`src/rtl/pixSeqPkg.sv`:
```
package pixSeqPkg;
  // Strobes passed from the token chain control to the datapath
  typedef struct packed {
    logic take;    // start accepted at the coming edge
    logic active;  // a token is in the chain (output phase)
    logic last;    // token sits in the final stage
  } seqStrobe_t;
endpackage

```
`src/rtl/pixSeqCtrl.sv`:
```
module pixSeqCtrl
  import pixSeqPkg::*;
#(
  parameter int NUM_PIX = 128
) (
  input  logic               clk,
  input  logic               rst_n,
  input  logic               startIn,
  output logic [NUM_PIX-1:0] tokenVec,
  output seqStrobe_t         strobe
);

  logic [NUM_PIX-1:0] chain;
  logic               busy;

  assign busy = |chain;

  always_comb begin
    strobe.take   = startIn && !busy;
    strobe.active = busy;
    strobe.last   = chain[NUM_PIX-1];
  end

  always_ff @(posedge clk or negedge rst_n) begin
    if (!rst_n) begin
      chain <= '0;
    end else if (strobe.take) begin
      chain <= NUM_PIX'(1);
    end else begin
      chain <= chain << 1;
    end
  end

  assign tokenVec = chain;


  token_onehot_chk: assert property (@(posedge clk) disable iff (!rst_n)
    $onehot0(chain));


  start_load_chk: assert property (@(posedge clk) disable iff (!rst_n)
    (startIn && !busy) |=> chain[0]);


  start_ignore_chk: assert property (@(posedge clk) disable iff (!rst_n)
    (startIn && busy) |=> !chain[0]);


  token_advance_chk: assert property (@(posedge clk) disable iff (!rst_n)
    (busy && !chain[NUM_PIX-1]) |=> ($countones(chain) == 1));

endmodule

```
`src/rtl/pixSeqPath.sv`:
```
module pixSeqPath
  import pixSeqPkg::*;
#(
  parameter int NUM_PIX = 128,
  localparam int IDX_W = $clog2(NUM_PIX)
) (
  input  logic               clk,
  input  logic               rst_n,
  input  seqStrobe_t         strobe,
  input  logic [NUM_PIX-1:0] tokenVec,
  output logic [NUM_PIX-1:0] pixSel,
  output logic [NUM_PIX-1:0] pixRst,
  output logic [IDX_W-1:0]   pixIdx,
  output logic               outEn,
  output logic               endScan
);

  logic [IDX_W-1:0]   idxReg;
  logic [NUM_PIX-1:0] rstReg;
  logic               eosReg;

  always_ff @(posedge clk or negedge rst_n) begin
    if (!rst_n) begin
      idxReg <= '0;
    end else if (strobe.take) begin
      idxReg <= '0;
    end else if (strobe.last) begin
      idxReg <= '0;
    end else if (strobe.active) begin
      idxReg <= idxReg + 1'b1;
    end
  end

  always_ff @(posedge clk or negedge rst_n) begin
    if (!rst_n) begin
      rstReg <= '0;
      eosReg <= 1'b0;
    end else begin
      rstReg <= tokenVec;
      eosReg <= strobe.last;
    end
  end

  assign pixSel  = tokenVec;
  assign pixRst  = rstReg;
  assign pixIdx  = idxReg;
  assign outEn   = strobe.active;
  assign endScan = eosReg;


  idx_match_chk: assert property (@(posedge clk) disable iff (!rst_n)
    outEn |-> pixSel[pixIdx]);


  no_overlap_chk: assert property (@(posedge clk) disable iff (!rst_n)
    (pixRst & pixSel) == '0);


  eos_single_chk: assert property (@(posedge clk) disable iff (!rst_n)
    endScan |=> !endScan);


  eos_with_last_rst_chk: assert property (@(posedge clk) disable iff (!rst_n)
    endScan |-> pixRst[NUM_PIX-1]);


  rst_follows_sel_chk: assert property (@(posedge clk) disable iff (!rst_n)
    pixSel[0] |=> pixRst[0]);

endmodule

```
`src/rtl/pixSeqTop.sv`:
```
module pixSeqTop
  import pixSeqPkg::*;
#(
  parameter int NUM_PIX = 128,
  localparam int IDX_W = $clog2(NUM_PIX)
) (
  input  logic               clk,
  input  logic               rst_n,
  input  logic               startIn,
  output logic [NUM_PIX-1:0] pixSel,
  output logic [NUM_PIX-1:0] pixRst,
  output logic [IDX_W-1:0]   pixIdx,
  output logic               outEn,
  output logic               endScan
);

  seqStrobe_t         strobe;
  logic [NUM_PIX-1:0] tokenVec;

  pixSeqCtrl #(.NUM_PIX(NUM_PIX)) ctrl (
    .clk      (clk),
    .rst_n    (rst_n),
    .startIn  (startIn),
    .tokenVec (tokenVec),
    .strobe   (strobe)
  );

  pixSeqPath #(.NUM_PIX(NUM_PIX)) path (
    .clk      (clk),
    .rst_n    (rst_n),
    .strobe   (strobe),
    .tokenVec (tokenVec),
    .pixSel   (pixSel),
    .pixRst   (pixRst),
    .pixIdx   (pixIdx),
    .outEn    (outEn),
    .endScan  (endScan)
  );


  reset_quiet_chk: assert property (@(posedge clk)
    !rst_n |-> (pixSel == '0 && pixRst == '0 && !endScan));

endmodule

```
`config.mk`:
```
export PLATFORM = sky130hd
export DESIGN_NAME = pixSeqTop
export DESIGN_NICKNAME = d
export VERILOG_FILES = /design/src/rtl/pixSeqPkg.sv /design/src/rtl/pixSeqCtrl.sv /design/src/rtl/pixSeqPath.sv /design/src/rtl/pixSeqTop.sv
export SDC_FILE = /design/constraint.sdc
export NUM_CORES = 1
export LEC_CHECK = 0
export ABC_CLOCK_PERIOD_IN_PS = 4300
export CAP_MARGIN = 20
export CORE_ASPECT_RATIO = 2
export CORE_MARGIN = 1.5
export CORE_UTILIZATION = 44
export DETAILED_ROUTE_END_ITERATION = 8
export DONT_BUFFER_PORTS = 1
export HOLD_SLACK_MARGIN = 0.12
export SLEW_MARGIN = 25
export SYNTH_ARGS = -nofsm -noshare
export SYNTH_HDL_FRONTEND = slang
export SYNTH_HIERARCHICAL = 1
export SYNTH_SLANG_ARGS = --single-unit
```
`constraint.sdc`:
```
create_clock -name clk -period 4.3 [get_ports clk]
set_clock_uncertainty 0.05 [all_clocks]
set_input_delay 0.43 -clock clk [delete_from_list [all_inputs] [get_ports clk]]
set_output_delay 0.43 -clock clk [all_outputs]
set_load 0.02 [all_outputs]
```
==> results of run 1 <==
-- logic make-up (layout without fill, tap and decap cells) --
| logic type | after synthesis | count (layout) | share of synthesized area [%] |
|---|---|---|---|
| compound gates | 4 | 4 | 0.234 |
| xor+xnor | 4 | 4 | 0.409 |
| fa+ha+maj | 1 | 1 | 0.146 |
| buf+inv | 260 | 40 | 17.5 |
| flops | 264 | 264 | 77.1 |
| mux | 1 | 1 | 0.117 |
| simple gates | 58 | 58 | 4.44 |
-- sequential cells by signal (all words and copies together), names as in the netlist --
signal,flops
path/endScan,1
ctrl/tokenVec,128
path/pixIdx,7
path/pixRst,128
-- power by group through the flow --
| stage | sequential (mW) | combinational (mW) | clock, mW |
|---|---|---|---|
| after CTS | 2.75 | 0.114 | 2.14 |
| after detailed placement | 2.80 | 0.112 | 0 |
| after global routing | 2.76 | 0.130 | 2.25 |
| after global placement | 2.79 | 0.105 | 0 |
| after floorplan | 2.73 | 0.170 | 0 |
| final | 2.75 | 0.111 | 2.08 |
-- worst min path at each step --
stage	to	slack, ns	depth (start not counted)
2_1_floorplan	ctrl/tokenVec[0]	0.08	0
3_3_place_gp	ctrl/tokenVec[23]	0.09	0
3_5_place_dp	ctrl/tokenVec[28]	0.09	0
4_1_cts	ctrl/tokenVec[33]	-0.46	0
5_1_grt	ctrl/tokenVec[29]	-0.46	0
6_report	ctrl/tokenVec[28]	-0.43	0
-- synth_stat cells --
cell           number
buf_6               1
mux2i_1             1
and3_1              1
nand4_4             1
ha_1                1
nand4_1            10
a21oi_1             2
dfrtp_1           264
buf_2               2
o21ai_1             1
buf_4             131
dlygate4sd1_1       3
clkbuf_1          122
nand2_1             4
o21ai_0             1
or3_1               2
xnor2_1             1
nor4_1             30
or2_2               1
dlygate4sd3_1       1
xor2_1              3
nor4_2              4
nor2_1              5
-- metal layers --
metal	global-route usage (%)	vias up
met3	4.85	22
li1	-	1187
met4	5.65	0
met1	14.8	1612
met2	25.6	208
met5	0	-
-- area by class of cell --
| class | count | area share, % |
|---|---|---|
| Tap cell | 259 | 3.96 |
| Multi-Input combinational cell | 68 | 5.60 |
| Clock inverter | 13 | 2.08 |
| Timing Repair Buffer | 1 | 0.122 |
| Clock buffer | 26 | 7.42 |
| Sequential cell | 264 | 80.8 |
-- through the flow --
step | instance area (µm²) | cells
2_1_floorplan | 8560 | 592
3_3_place_gp | 7390 | 591
3_5_place_dp | 7390 | 591
4_1_cts | 8180 | 631
5_1_grt | 8180 | 631
6_report | 8180 | 631
==> metrics.txt, run 1 <==
outcome=complete, but fails checks; violated checks=hold timing; area leader, netlist=dfrtp_1; pin count of the biggest net entering global routing=265; final hold vios=264; dpl ws=1.37 ns; Slew Limit Fails=0; share of cells above drive strength 1=about an eighth; via count=3,029; WP buf/inv=0; crit share post-route=72.4%; Int Power=3.82 mW; Synth area leaders=dfrtp_1 (77%), buf_4 (11%), clkbuf_1 (5.3%); PwrDens=slightly above 600 mW/mm²; top layer reached by signal wires=met4; initial antenna violation count=0; Die W=102 µm; Clock power frac=between 40% and 50%; peak supply drop=0.000326 V; CP startpoint kind=register; worst skew pair latency=0.51 ns; die height=~200 µm; # diodes=0; Setup crit start=ctrl/tokenVec[43]; Ports=between 200 and 300; first-pass GRT wire length=21,700 µm; WL/cell=about 23 µm; Synth top area share=77.1%; Cell variety after synth=23; Post-Route Utilization=42.6%; Detailed Route Iter0 Violations=69; average size of a mapped cell=between 10 and 15 µm²; hold crit path type=in -> async; Layout area overhead=-4.53%; minimum clock period=3.11 ns; Slew @ Worst Pin=0.525 ns; switching power=1.12 mW; Peak Freq=321 MHz; Register Area=0.00661 mm²; cts repair resizes=0; total wire length=14,300 µm; clk root buf=clkbuf_16; WHS=-0.433 ns; sequential share of power=55.7%; GRT overflow=0; num rows=a little over 70; Slowest-stage cell, CP=nor4_1; Worst Reg2Reg Path Length in Cells=7; Cells after Synth=592; post-route setup TNS=0 ns; Max Buffers Root-to-Sink=3; dpl hpwl=9620 µm; FILL cells=1,662; reg-to-reg startpoint=ctrl/tokenVec[43]; Met2 Routed Length=around 8000 µm; synthesized area=0.00856 mm²; Logic pwr share=2.3%; nets=361; Worst EP required=about 3.8 ns; Initial Utilization=44.6%; leakage power=4.21 nW; # Post-CTS Setup Buffers=0; Hold Buf Count CTS=1; H-tree depth=1; global placement routability congestion=0.693; Port Buf Inserts=0; most frequent cells in the layout=dfrtp_1 (264), nor4_1 (30), clkbuf_16 (23); Data arrival, critical path=2.63 ns; met3 WL=around 1300 µm; WL met1=roughly 4600 µm; die area=0.0204 mm²; #FFs+latches synth=264; Worst path max stage delay=0.51 ns; Total Power=between 4 and 5 mW; CTS buffer count=22; CP Cell Sequence=nor4_1 -> nand4_1 -> nor4_2 -> nand2_1; DRC violations left=0; Switching Share=22.7%; worst setup path category=reg -> out; reg2reg end=path/pixIdx[4]; vias in the first global route=approximately 3,400; total track usage=14.3%; Max-Cap Viols=0; clock slew at reported path FFs=0.07 ns; final setup fails=0; Crit Path Max Fanout=7; R2R setup slack=1.54 ns; TritonRoute pass-1 iters=3; Via density=4.80; RSZ-0062 raised after global routing=no; Slew HR=64.7%; CP Capture Point=outEn; Routed Antenna Nets=0; CP Capture Type=primary output; Core Footprint=0.0192 mm²; number of cells on the critical path=4; total nets after synthesis=596; post-synthesis sequential area ratio=77.1%; YS warnings=6; area of the multi-input gates=458 µm²; Sink Count=264; CTS tree=yes; Crit path max-delay family=simple AND/OR/NAND/NOR gates; most common cell after layout, fill and taps aside=dfrtp_1; Setup WS post-layout=1.19 ns
(Power assumes the default switching activity.)
==> run 2: changes to the inputs <==
- ABC_AREA: not set -> 1
- ABC_CLOCK_PERIOD_IN_PS: 4300 -> 2500
- clock period: 4.3 -> 2.5 ns (I/O delays scaled with it)
==> metrics.txt, run 2 <==
most frequent cell after synthesis=dfrtp_1; post-synthesis sequential area ratio=75.0%; PwrDens=1020 mW/mm²; Logic pwr share=3.5%; clk root buf=clkbuf_16; Main synth FF type=dfrtp_1; minimum clock period=2.28 ns; Initial Utilization=between 40 and 50%; CTS buffer count=22; reg2reg end=path/pixIdx[3]; nets=471; worst skew pair latency=0.52 ns; Slew @ Worst Pin=0.472 ns; Die W=103 µm; GRT overflow=0; switching power=2.05 mW; Routed Antenna Nets=0; Detailed Route Iter0 Violations=199; Synth top area share=75.0%; Layout area overhead=-3.55%; violated checks=hold timing; vias in the first global route=roughly 3,600; sequential share of power=54.7%; CTS tree=yes; largest family of logic cells by synthesized area=buffers and inverters; crit share post-route=between 90% and 100%; DRC violations left=0; Slew Limit Fails=0; Data arrival, critical path=between 1.5 and 2 ns; most frequent cells in the layout=dfrtp_1 (258), nor2_1 (83), nand2_1 (57); total nets after synthesis=~700; Max-Cap Viols=0; Crit Path Max Fanout=4; simple-gate share of the synthesized area=roughly 7.4%; peak supply drop=0.000518 V; xor/xnor share of the synthesized area=0%; TritonRoute pass-1 iters=4; die area=0.0209 mm²; initial antenna violation count=0; Via density=4.53; clock slew at reported path FFs=0.07 ns; Ports=268; Hold Buf Count CTS=1; via count=between 3,000 and 4,000; WHS=-0.616 ns; post-synthesis compound-gate area fraction=less than 1%; Peak Freq=439 MHz; num rows=73; total track usage=13.4%; share of synthesized flip-flops with an asynchronous set or reset=100%; global placement routability congestion=0.710; first-pass GRT wire length=21,300 µm; final setup fails=0; Sink Count=264; YS warnings=6; Worst Reg2Reg Path Length in Cells=13; outcome=complete, but fails checks; final hold vios=264; post-route setup TNS=0 ns; Max Buffers Root-to-Sink=3; die height=203 µm; share of cells above drive strength 1=12.9%; Setup crit start=ctrl/tokenVec[54]; Synth Area in Adders=0.142%; Slew HR=68.6%; Cell variety after synth=21; leakage power=4.53 nW; mux cell area share after synthesis=0%; Core Footprint=0.0197 mm²; #FFs+latches synth=264; WL/cell=approximately 19 µm; CP Capture Type=primary output; total wire length=14,100 µm; Cells after Synth=between 600 and 700; H-tree depth=1; number of flops mapped to enable cells by yosys=0; CP startpoint kind=register; R2R setup slack=0.40 ns; Clock power frac=41.8%; dpl hpwl=9340 µm; RSZ-0062 raised after global routing=no; Port Buf Inserts=0; average size of a mapped cell=12.6 µm²; Post-Route Utilization=43.1%; area leader, netlist=dfrtp_1; synthesized area=0.00881 mm²; # diodes=0; placed insts=approximately 700; Switching Share=23.7%; worst setup path category=reg -> out; Commonest cells post-synth=dfrtp_1 (264), buf_4 (131), clkbuf_1 (125); Worst EP required=2.20 ns; hold crit path type=in -> async; Int Power=roughly 6.6 mW; pin count of the biggest net entering global routing=265; most common cell after layout, fill and taps aside=dfrtp_1; Synth area leaders=dfrtp_1 (75%), buf_4 (11%), clkbuf_1 (5.3%); non-filler cells, final=approximately 740; reg-to-reg startpoint=ctrl/tokenVec[90]
-- run 2: cell count changes after synthesis, moves of 4 or more --
cell | previous run | this run
nand2_1 | 4 | 57
inv_1 | 0 | 7
nor2_2 | 0 | 4
nor2_1 | 5 | 84
nand3_1 | 0 | 5
nor4_2 | 4 | 0
nor4_1 | 30 | 0
nand4_1 | 10 | 1
-- run 2: worst max path at each step --
| stage | depth (start not counted) | slack (ns) | to |
|---|---|---|---|
| after floorplan | 12 | 0.76 | path/pixIdx[6] |
| after global placement | 12 | 0.28 | path/pixIdx[6] |
| after detailed placement | 12 | 0.23 | path/pixIdx[3] |
| after CTS | 7 | 0.09 | outEn |
| after global routing | 7 | 0.009 | outEn |
| final | 7 | 0.22 | outEn |
-- run 2: worst max-delay path, stage by stage (launching register included) --
cell	delay, ns
dfrtp_1	0.48
nor2_1	0.16
nand2_1	0.06
nor2_1	0.11
nand2_1	0.10
nor2_2	0.19
nand4_1	0.17
buf_4	0.20
-- run 2: per-layer routing --
layer / wire length (µm) / global-route usage, % / vias to the layer above
met5: 0 / 0 / -
met4: 461 / 6.71 / 0
met2: 7980 / 24.2 / 162
met1: 4770 / 14.4 / 1753
li1: - / - / 1427
met3: 900 / 2.72 / 29
-- run 2: area by class of cell --
type,count,area [µm²]
flip-flops and latches,264,6610
well taps,262,328
fillers,1735,11200
clock buffers,27,621
repair buffers,4,32.5
inverters,9,33.8
clock inverters,12,164
multi-input cells,166,704
-- run 2: kinds of logic after synthesis --
logic type	count (synthesis)
fa+ha+maj	1
buf+inv	267
compound gates	6
flops	264
simple gates	159
-- run 2: power groups by stage --
stage               Sequential, mW  Combinational [mW]  Clock, mW
floorplan                     4.70               0.374          0
global route                  4.76               0.355       3.90
detailed placement            4.83               0.302          0
global placement              4.82               0.292          0
finish                        4.74               0.303       3.62
CTS                           4.75               0.308       3.73
-- run 2: timing repair --
action	CTS	global route
setup endpoints to repair	1	1
hold endpoints to repair	265	264
pin swaps	1	0
gates resized for setup	1	6
buffers inserted	1	0
-- run 2: stage by stage --
stage	power (mW)	setup slack, ns	area [µm²]
after global placement	5.12	0.280	7680
final	8.66	0.222	8500
after CTS	8.79	0.0864	8490
after floorplan	5.07	0.763	8810
after global routing	9.01	0.00934	8500
after detailed placement	5.13	0.231	7680
